### src/rtl/msgin_pkg.sv
package msgin_pkg;
    typedef enum logic [1:0] {
        ST_IDLE   = 2'd0,
        ST_DEFER2 = 2'd1,
        ST_XFER   = 2'd2,
        ST_DONE   = 2'd3
    } seq_state_e;

    localparam logic [7:0] MSG_COMPLETE = 8'h00;
    localparam logic [7:0] MSG_SAVE_PTR = 8'h02;
    localparam logic [7:0] MSG_DISCONN  = 8'h04;

    localparam logic [1:0] ACT_COMMAND  = 2'd0;
    localparam logic [1:0] ACT_DISCONN  = 2'd1;
    localparam logic [1:0] ACT_DATA_OUT = 2'd2;
    localparam logic [1:0] ACT_DATA_IN  = 2'd3;
endpackage

### src/rtl/msgin_store.sv
module msgin_store #(
    parameter int DEPTH = 8,
    parameter int W     = 8,
    parameter int LVLW  = $clog2(DEPTH + 1)
) (
    input  logic            clk,
    input  logic            rst_n,
    input  logic            wr_en,
    input  logic [W-1:0]    wr_byte,
    input  logic            shift,
    output logic [LVLW-1:0] level,
    output logic [W-1:0]    head,
    output logic            accepted,
    output logic            ovf
);
    logic [W-1:0]    ent_q [DEPTH];
    logic [W-1:0]    ent_d [DEPTH];
    logic [LVLW-1:0] level_q;
    logic [LVLW-1:0] widx;
    logic            full;
    logic            ovf_q;

    assign full     = (level_q == LVLW'(DEPTH));
    assign accepted = wr_en && !full;
    // with a shift in the same cycle the write lands one slot lower
    assign widx     = shift ? (level_q - LVLW'(1)) : level_q;

    for (genvar i = 0; i < DEPTH; i++) begin : g_ent
        logic [W-1:0] moved_in;
        if (i == DEPTH - 1) begin : g_top
            assign moved_in = '0;
        end else begin : g_mid
            assign moved_in = ent_q[i+1];
        end
        always_comb begin
            if (accepted && (widx == LVLW'(i))) begin
                ent_d[i] = wr_byte;
            end else if (shift) begin
                ent_d[i] = moved_in;
            end else begin
                ent_d[i] = ent_q[i];
            end
        end
    end

    always_ff @(posedge clk) begin
        if (!rst_n) begin
            for (int i = 0; i < DEPTH; i++) begin
                ent_q[i] <= '0;
            end
            level_q <= '0;
            ovf_q   <= 1'b0;
        end else begin
            for (int i = 0; i < DEPTH; i++) begin
                ent_q[i] <= ent_d[i];
            end
            level_q <= level_q + LVLW'(accepted) - LVLW'(shift);
            ovf_q   <= wr_en && full;
        end
    end

    assign level = level_q;
    assign head  = ent_q[0];
    assign ovf   = ovf_q;
endmodule

### src/rtl/msgin_snoop.sv
module msgin_snoop #(
    parameter int W = 8
) (
    input  logic         clk,
    input  logic         rst_n,
    input  logic         accepted,
    input  logic [1:0]   wr_action,
    input  logic         copy_first,
    input  logic         latch_last,
    input  logic [W-1:0] head,
    input  logic         msgin_phase,
    output logic [1:0]   action,
    output logic [W-1:0] first_byte,
    output logic [W-1:0] last_byte,
    output logic [W-1:0] bus_data
);
    logic [1:0]   action_q;
    logic [W-1:0] first_q;
    logic [W-1:0] last_q;

    always_ff @(posedge clk) begin
        if (!rst_n) begin
            action_q <= msgin_pkg::ACT_COMMAND;
            first_q  <= '0;
            last_q   <= '0;
        end else begin
            if (accepted) begin
                action_q <= wr_action;
            end
            if (copy_first) begin
                first_q <= head;
            end
            if (latch_last) begin
                last_q <= head;
            end
        end
    end

    assign action     = action_q;
    assign first_byte = first_q;
    assign last_byte  = last_q;
    assign bus_data   = msgin_phase ? head : '0;
endmodule

### src/rtl/msgin_seq.sv
module msgin_seq
    import msgin_pkg::*;
#(
    parameter int W    = 8,
    parameter int LENW = 4,
    parameter int LVLW = 4
) (
    input  logic            clk,
    input  logic            rst_n,
    input  logic            push_valid,
    input  logic [W-1:0]    push_byte,
    input  logic [1:0]      push_action,
    input  logic            status_req,
    input  logic            defer_req,
    input  logic            xfer_req,
    input  logic [LENW-1:0] xfer_len,
    input  logic [LVLW-1:0] level,
    output logic            wr_en,
    output logic [W-1:0]    wr_byte,
    output logic [1:0]      wr_action,
    output logic            shift,
    output logic            copy_first,
    output logic            latch_last,
    output logic            out_valid,
    output logic            xfer_done,
    output logic            phase_valid,
    output logic [LVLW-1:0] moved
);
    seq_state_e      state_q, state_d;
    logic [LVLW-1:0] rem_q;
    logic [LVLW-1:0] moved_q;
    logic [LVLW-1:0] take;
    logic            accept_xfer;

    assign take        = (xfer_len < LENW'(level)) ? LVLW'(xfer_len) : level;
    assign accept_xfer = (state_q == ST_IDLE) && !defer_req && !status_req && xfer_req;

    // next state
    always_comb begin
        state_d = state_q;
        unique case (state_q)
            ST_IDLE: begin
                if (defer_req) begin
                    state_d = ST_DEFER2;
                end else if (accept_xfer) begin
                    state_d = (take == '0) ? ST_DONE : ST_XFER;
                end
            end
            ST_DEFER2: state_d = ST_IDLE;
            ST_XFER: begin
                if (rem_q == LVLW'(1)) begin
                    state_d = ST_DONE;
                end
            end
            ST_DONE: state_d = ST_IDLE;
            default: state_d = ST_IDLE;
        endcase
    end

    // outputs
    always_comb begin
        wr_en       = 1'b0;
        wr_byte     = push_byte;
        wr_action   = push_action;
        shift       = 1'b0;
        copy_first  = 1'b0;
        latch_last  = 1'b0;
        out_valid   = 1'b0;
        xfer_done   = 1'b0;
        phase_valid = 1'b0;
        unique case (state_q)
            ST_IDLE: begin
                if (defer_req) begin
                    wr_en     = 1'b1;
                    wr_byte   = W'(MSG_SAVE_PTR);
                    wr_action = ACT_DISCONN;
                end else if (status_req) begin
                    wr_en     = 1'b1;
                    wr_byte   = W'(MSG_COMPLETE);
                    wr_action = ACT_DISCONN;
                end else begin
                    wr_en      = push_valid;
                    copy_first = xfer_req;
                end
            end
            ST_DEFER2: begin
                wr_en     = 1'b1;
                wr_byte   = W'(MSG_DISCONN);
                wr_action = ACT_DISCONN;
            end
            ST_XFER: begin
                wr_en      = push_valid;
                out_valid  = 1'b1;
                shift      = 1'b1;
                latch_last = (rem_q == LVLW'(1));
            end
            ST_DONE: begin
                wr_en       = push_valid;
                xfer_done   = 1'b1;
                phase_valid = (level == '0);
            end
            default: ;
        endcase
    end

    // state register and counters
    always_ff @(posedge clk) begin
        if (!rst_n) begin
            state_q <= ST_IDLE;
            rem_q   <= '0;
            moved_q <= '0;
        end else begin
            state_q <= state_d;
            if (accept_xfer) begin
                rem_q   <= take;
                moved_q <= take;
            end else if (state_q == ST_XFER) begin
                rem_q <= rem_q - LVLW'(1);
            end
        end
    end

    assign moved = moved_q;
endmodule

### src/rtl/msgin_queue.sv
module msgin_queue #(
    parameter int DEPTH = 8,
    parameter int W     = 8,
    parameter int LENW  = 4,
    parameter int LVLW  = $clog2(DEPTH + 1)
) (
    input  logic            clk,
    input  logic            rst_n,
    input  logic            push_valid,
    input  logic [W-1:0]    push_byte,
    input  logic [1:0]      push_action,
    input  logic            status_req,
    input  logic            defer_req,
    input  logic            xfer_req,
    input  logic [LENW-1:0] xfer_len,
    input  logic            msgin_phase,
    output logic            out_valid,
    output logic [W-1:0]    out_byte,
    output logic            xfer_done,
    output logic [LVLW-1:0] moved,
    output logic            phase_valid,
    output logic [1:0]      next_phase,
    output logic [W-1:0]    first_byte,
    output logic [W-1:0]    last_byte,
    output logic [W-1:0]    bus_data,
    output logic [LVLW-1:0] level,
    output logic            overflow
);
    logic         wr_en;
    logic [W-1:0] wr_byte;
    logic [1:0]   wr_action;
    logic         shift;
    logic         copy_first;
    logic         latch_last;
    logic         accepted;
    logic [W-1:0] head;

    msgin_seq #(.W(W), .LENW(LENW), .LVLW(LVLW)) i_seq (
        .clk(clk), .rst_n(rst_n),
        .push_valid(push_valid), .push_byte(push_byte), .push_action(push_action),
        .status_req(status_req), .defer_req(defer_req),
        .xfer_req(xfer_req), .xfer_len(xfer_len), .level(level),
        .wr_en(wr_en), .wr_byte(wr_byte), .wr_action(wr_action),
        .shift(shift), .copy_first(copy_first), .latch_last(latch_last),
        .out_valid(out_valid), .xfer_done(xfer_done),
        .phase_valid(phase_valid), .moved(moved)
    );

    msgin_store #(.DEPTH(DEPTH), .W(W), .LVLW(LVLW)) i_store (
        .clk(clk), .rst_n(rst_n),
        .wr_en(wr_en), .wr_byte(wr_byte), .shift(shift),
        .level(level), .head(head), .accepted(accepted), .ovf(overflow)
    );

    msgin_snoop #(.W(W)) i_snoop (
        .clk(clk), .rst_n(rst_n),
        .accepted(accepted), .wr_action(wr_action),
        .copy_first(copy_first), .latch_last(latch_last),
        .head(head), .msgin_phase(msgin_phase),
        .action(next_phase), .first_byte(first_byte),
        .last_byte(last_byte), .bus_data(bus_data)
    );

    assign out_byte = head;
endmodule

### config.mk
export PLATFORM = sky130hd
export DESIGN_NAME = msgin_queue
export DESIGN_NICKNAME = d
export VERILOG_FILES = /design/src/rtl/msgin_pkg.sv /design/src/rtl/msgin_store.sv /design/src/rtl/msgin_snoop.sv /design/src/rtl/msgin_seq.sv /design/src/rtl/msgin_queue.sv
export SDC_FILE = /design/constraint.sdc
export NUM_CORES = 1
export LEC_CHECK = 0
export ABC_AREA = 1
export BUFFER_PORTS_ARGS = -buffer_cell sky130_fd_sc_hd__buf_2
export CORE_ASPECT_RATIO = 0.7
export CORE_MARGIN = 2
export CORE_UTILIZATION = 45
export DETAILED_ROUTE_END_ITERATION = 10
export SETUP_SLACK_MARGIN = 0.1
export SYNTH_ARGS = -nofsm -noshare
export SYNTH_HDL_FRONTEND = slang
export SYNTH_SLANG_ARGS = --single-unit
### constraint.sdc
create_clock -name clk -period 2.8 [get_ports clk]
set_input_delay 0.14 -clock clk [delete_from_list [all_inputs] [get_ports clk]]
set_output_delay 0.14 -clock clk [all_outputs]
set_load 0.01 [all_outputs]
Word level (Yosys, flattened, before mapping). Memories as Yosys holds them, arrays and structs flattened. Cells that the tools add are included.

Register bits after elaboration: 33. RAM bits: 64. Memories kept: 1.

$add $sub $neg: 4. Magnitude comparators: 1. Equality and inequality tests: 14. Muxes and demuxes: 52. Bitwise gates (word level): 8. Reductions and logical operators: 24.

Memories: i_store.ent_q (depth 8, bits a word 8, rd ports 8, clocked after memory_dff 0, wr ports 8, line msgin_store.sv:16) `logic [W-1:0] ent_q [DEPTH];`.

Operators by type and width (count): $mux W8 (27); $eq A4 B3 Y1 const B (4); $mux W4 (4); $pmux W8 S2 (1); $logic_and A1 B1 Y1 (13); $logic_not A4 Y1 (3); $mux W1 (12); $mux W2 (5); $eq A4 B1 Y1 const B (2); $eq A4 B2 Y1 const B (2); $or A1 B1 Y1 (8); $sub A4 B1 Y4 const B (2); $pmux W2 S3 (1); $add A4 B1 Y4 (1); $eq A2 B2 Y1 const B (2); $eq A4 B4 Y1 const B (1); $lt A4 B4 Y1 (1); $pmux W2 S2 (1); $reduce_or A2 Y1 (2); $sub A4 B1 Y4 (1); $logic_not A1 Y1 (3); $ne A3 B2 Y1 const B (1); $pmux W1 S3 (1); $eq A2 B1 Y1 const B (1); 4 further kinds (4).

Longest topological paths before layout.
Depth in word-level cells: 7. Gate-level depth with buffers: 13.

Modules after synthesis. From an unflattened synthesis, not the netlist that was laid out.

Cells, all modules: 802. Area, all modules: 5406.4 um^2.

Modules (own cells, without submodules): msgin_store (instances 1, cells an instance 557, area an instance 3817.4 um^2, seq. area each 1381.3 um^2); msgin_snoop (instances 1, cells an instance 123, area an instance 808.3 um^2, seq. area each 360.3 um^2); msgin_seq (instances 1, cells an instance 122, area an instance 780.7 um^2, seq. area each 200.2 um^2).

Least setup slack after synthesis. Ideal clock, no wire load.

Path type: flip-flop to flip-flop. From: register i_store.level_q[1], in the netlist i_store.level[1]. To: register i_store.level_q[2], in the netlist i_store.level[2]. Arrival: 2.371 ns. Setup slack: 0.301 ns. Stages on the path, launching flop included: 12. Path buffers: 0. Period minus slack after synthesis: 2.499 ns. Path through: dfxtp_1 > inv_1 > ha_1 > nand2_1 > nand2_1 > ha_1 > inv_1 > ha_1 > inv_1 > fa_1 > xnor2_1 > nor2_1.

Cells in the longest elaborated chain, start to end: 5.

RTL lines: from (decl) (line msgin_store.sv:18) `logic [LVLW-1:0] level_q;`; from (signal assigned) (line msgin_store.sv:57) `level_q <= level_q + LVLW'(accepted) - LVLW'(shift);`; $eq A4 B4 Y1 (line msgin_store.sv:23) `assign full = (level_q == LVLW'(DEPTH));`; $logic_not A1 Y1 (line msgin_store.sv:24) `assign accepted = wr_en && !full;`; $logic_and A1 B1 Y1 (line msgin_store.sv:24); $add A4 B1 Y4 (*) (line msgin_store.sv:57); $sub A4 B1 Y4 (*) (line msgin_store.sv:57).

Mark *: on every way between the ends. The rest lies on a longest branch, timed or not. A chain may end at the register's enable or synchronous reset.

Worst setup path after layout. Same ends and word-level chain as after synthesis.

==> impl_metrics.toml <==
[yosys]
yosysUniqueCellTypes = 33
yosysMostFrequentCell = "nand2_1"
syn-num-nets = 799
syn-cell-area_sq_um = 5160
synth-edff-count = 0
ys_seq_elements = 97
synthArstFlopShare_pct = 0
synthTopCellsByCount = "nand2_1, dfxtp_1, nand3_1"
synth-main-ff-cell = "dfxtp_1"
synth_top_cell_by_area = "dfxtp_1"
avgSynthCellArea_sq_um = 6.77
synth_area_leaders = "dfxtp_1, nand2_1, nand3_1"
ys_seq_area_share_pct = 37.7
syn_inst = 762
yosys_warnings = 0
synth_top_cell_area_share_pct = 37.7

[final_layout]
drive_gt1_share_pct = 16.1
fin_nets = 846
syn_to_final_growth_pct = 14.2
utilization_pct = 53.1
diodes = 0

[clock_tree]
root_buffer = "clkbuf_16"
cts-buffers-inserted = 9
h-tree-depth = 3
clockBufferDepth = 2
holdBufCountCts = 0
cts_setup_buffers = 0
cts_tree = "built"
path_clk_slew_ns = 0.07
cts.sinks = 97
clk_latency_ns = 0.35
cts-resized-gates = 0

[timing]
fin_crit_ns = 2.38
max_freq_mhz = 421
setup_viol = 0
timing.final.crit_share_pct = 84.9
hold_violations = 0
clock_skew_ns = 0.0137
tns_ns = 0
relSlewSlack_pct = 60.1
rsz0062_at_grt = "no"
worstMarginPinSlew_ns = 0.598
slew_viol_final = 0

[grt]
grt_pass1_wl_mm = 23.2
overflow = 0
antenna_found_initial = 0
grt_pass1_vias = 4692
grt_max_degree = 47
grtUsageTotal_pct = 23.1

[critical_path]
crit_chain = "inv_1 -> ha_1 -> nand2_1 -> nand2_1 -> ha_1 -> inv_1 -> ha_1 -> inv_1 -> fa_1 -> xnor2_1 -> nor2_1"
required_ns = 3.01
crit_arrival_ns = 2.59
setup.worst_path.end_class = "flop"
cp_top_family = "adder cells"
start_kind = "flop"
criticalPathCategory = "reg2reg"
critical-path-max-stage-delay_ns = 0.46
cp_max_fo = 7
worst-path-buf-inv = 3
cp_slowest_cell = "dfxtp_1"

[floorplan]
die_area_sq_um = 12300
initial_core_util_pct = 46.5
core-area_sq_um = 11100
io_pins = 67
rows = 32
die_h_microns = 93.6
die_w_microns = 132

[placement]
dpl.hpwl_mm = 9.76
port_buffers = 66
gp_congestion = 0.870

[routing]
routed_via_density = 5.24
num_vias = 5070
drc = 0
wl_mm = 13.7
postRouteAntennaNets = 0
drtIter0Drc = 480
drtPass1Iterations = 8
detail_route.wl_per_cell_microns = 14.2

[pwr]
ir_drop_uv = 479
leakage_nw = 2.39
power_density_nw_per_um2 = 840

[hold_path]
hold_path_class = "in2reg"

[run_status]
status = "finished clean"

[run]
max-cap-violations = 0
[final cells by class]
| class | instances | area [sq um] |
|---|---|---|
| Clock buffer | 9 | 225 |
| Clock inverter | 7 | 87.6 |
| Fill cell | 1132 | 5200 |
| Inverter | 36 | 135 |
| Multi-Input combinational cell | 583 | 2850 |
| Sequential cell | 97 | 1940 |
| Tap cell | 153 | 191 |
| Timing Repair Buffer | 82 | 463 |
[per-stage QoR]
step	cells	setup slack, ns	hold slack [ns]	instance area [sq um]	power (W)
floorplan	762	0.301	0.276	5160	0.00321
global placement	951	0.508	0.389	5580	0.00363
detailed placement	951	0.448	0.414	5580	0.00368
CTS	967	0.427	0.0472	5890	0.00498
global route	967	0.126	0.0473	5890	0.00534
finish	967	0.424	0.0521	5890	0.00495
[placed cells by master (no fill, tap or decap), drive strengths merged]
| master | count |
|---|---|
| a21o | 1 |
| a21oi | 74 |
| a22oi | 2 |
| a31oi | 3 |
| buf | 82 |
| bufinv | 1 |
| clkbuf | 9 |
| clkinv | 1 |
| clkinvlp | 2 |
| dfxtp | 97 |
| fa | 1 |
| ha | 15 |
| inv | 39 |
| nand2 | 253 |
| nand3 | 85 |
| nand3b | 2 |
| nand4 | 6 |
| nor2 | 60 |
| nor3 | 2 |
| o21ai | 75 |
| or2 | 1 |
| xnor2 | 2 |
| xor2 | 1 |
[state kept, by name, summed over array words and instances, names as in the netlist]
| name | count |
|---|---|
| i_store.ent_q | 64 |
| i_snoop.first_byte | 8 |
| i_snoop.last_byte | 8 |
| i_seq.moved | 4 |
| i_seq.rem_q | 4 |
| i_store.level | 4 |
| i_seq.state_q | 2 |
| i_snoop.action | 2 |
| i_store.ovf | 1 |
[worst register-to-register path, delay by kind of cell, from the launching register on]
family / cells / cell delay (ns)
xor gates and xnor gates: 1 / 0.16
and+or+nand+nor: 3 / 0.26
DFF: 1 / 0.46
adders and majority gates: 4 / 1.07
buffers and inverters: 3 / 0.31
[worst paths after layout]
kind,cells past startpoint,slack (ns),start,end
max,11,0.42,i_store.level[1],i_store.level[2]
min,3,0.05,push_action[0],i_snoop.action[0]
max reg2reg,11,0.42,i_store.level[1],i_store.level[2]
min reg2reg,2,0.47,i_seq.moved[3],i_seq.moved[3]
[cells by family (layout without fill, tap and decap cells)]
group	count (synthesis)	count (layout)	share of synthesized area, %
AOI/OAI and AO/OA	155	155	15.3
xor gates and xnor gates	3	3	0.510
DFF	97	97	37.7
and+or+nand+nor	409	409	35.3
buffers and inverters	82	134	7.23
adders and majority gates	16	16	4.03
[layer usage]
layer | part of all wire, % | GRT usage, %
met2 | 44 | 36.3
met1 | 50 | 32.8
met5 | 0 | 0
met4 | 0.52 | 4.89
met3 | 5.4 | 4.44
[report_power, final]
part           internal, W  switching (W)  leakage, nW
Sequential         0.00161       0.000166        0.788
Clock             0.000710       0.000582        0.146
Combinational     0.000625        0.00125         1.46
Note: power is estimated with default switching activity, not from simulation.
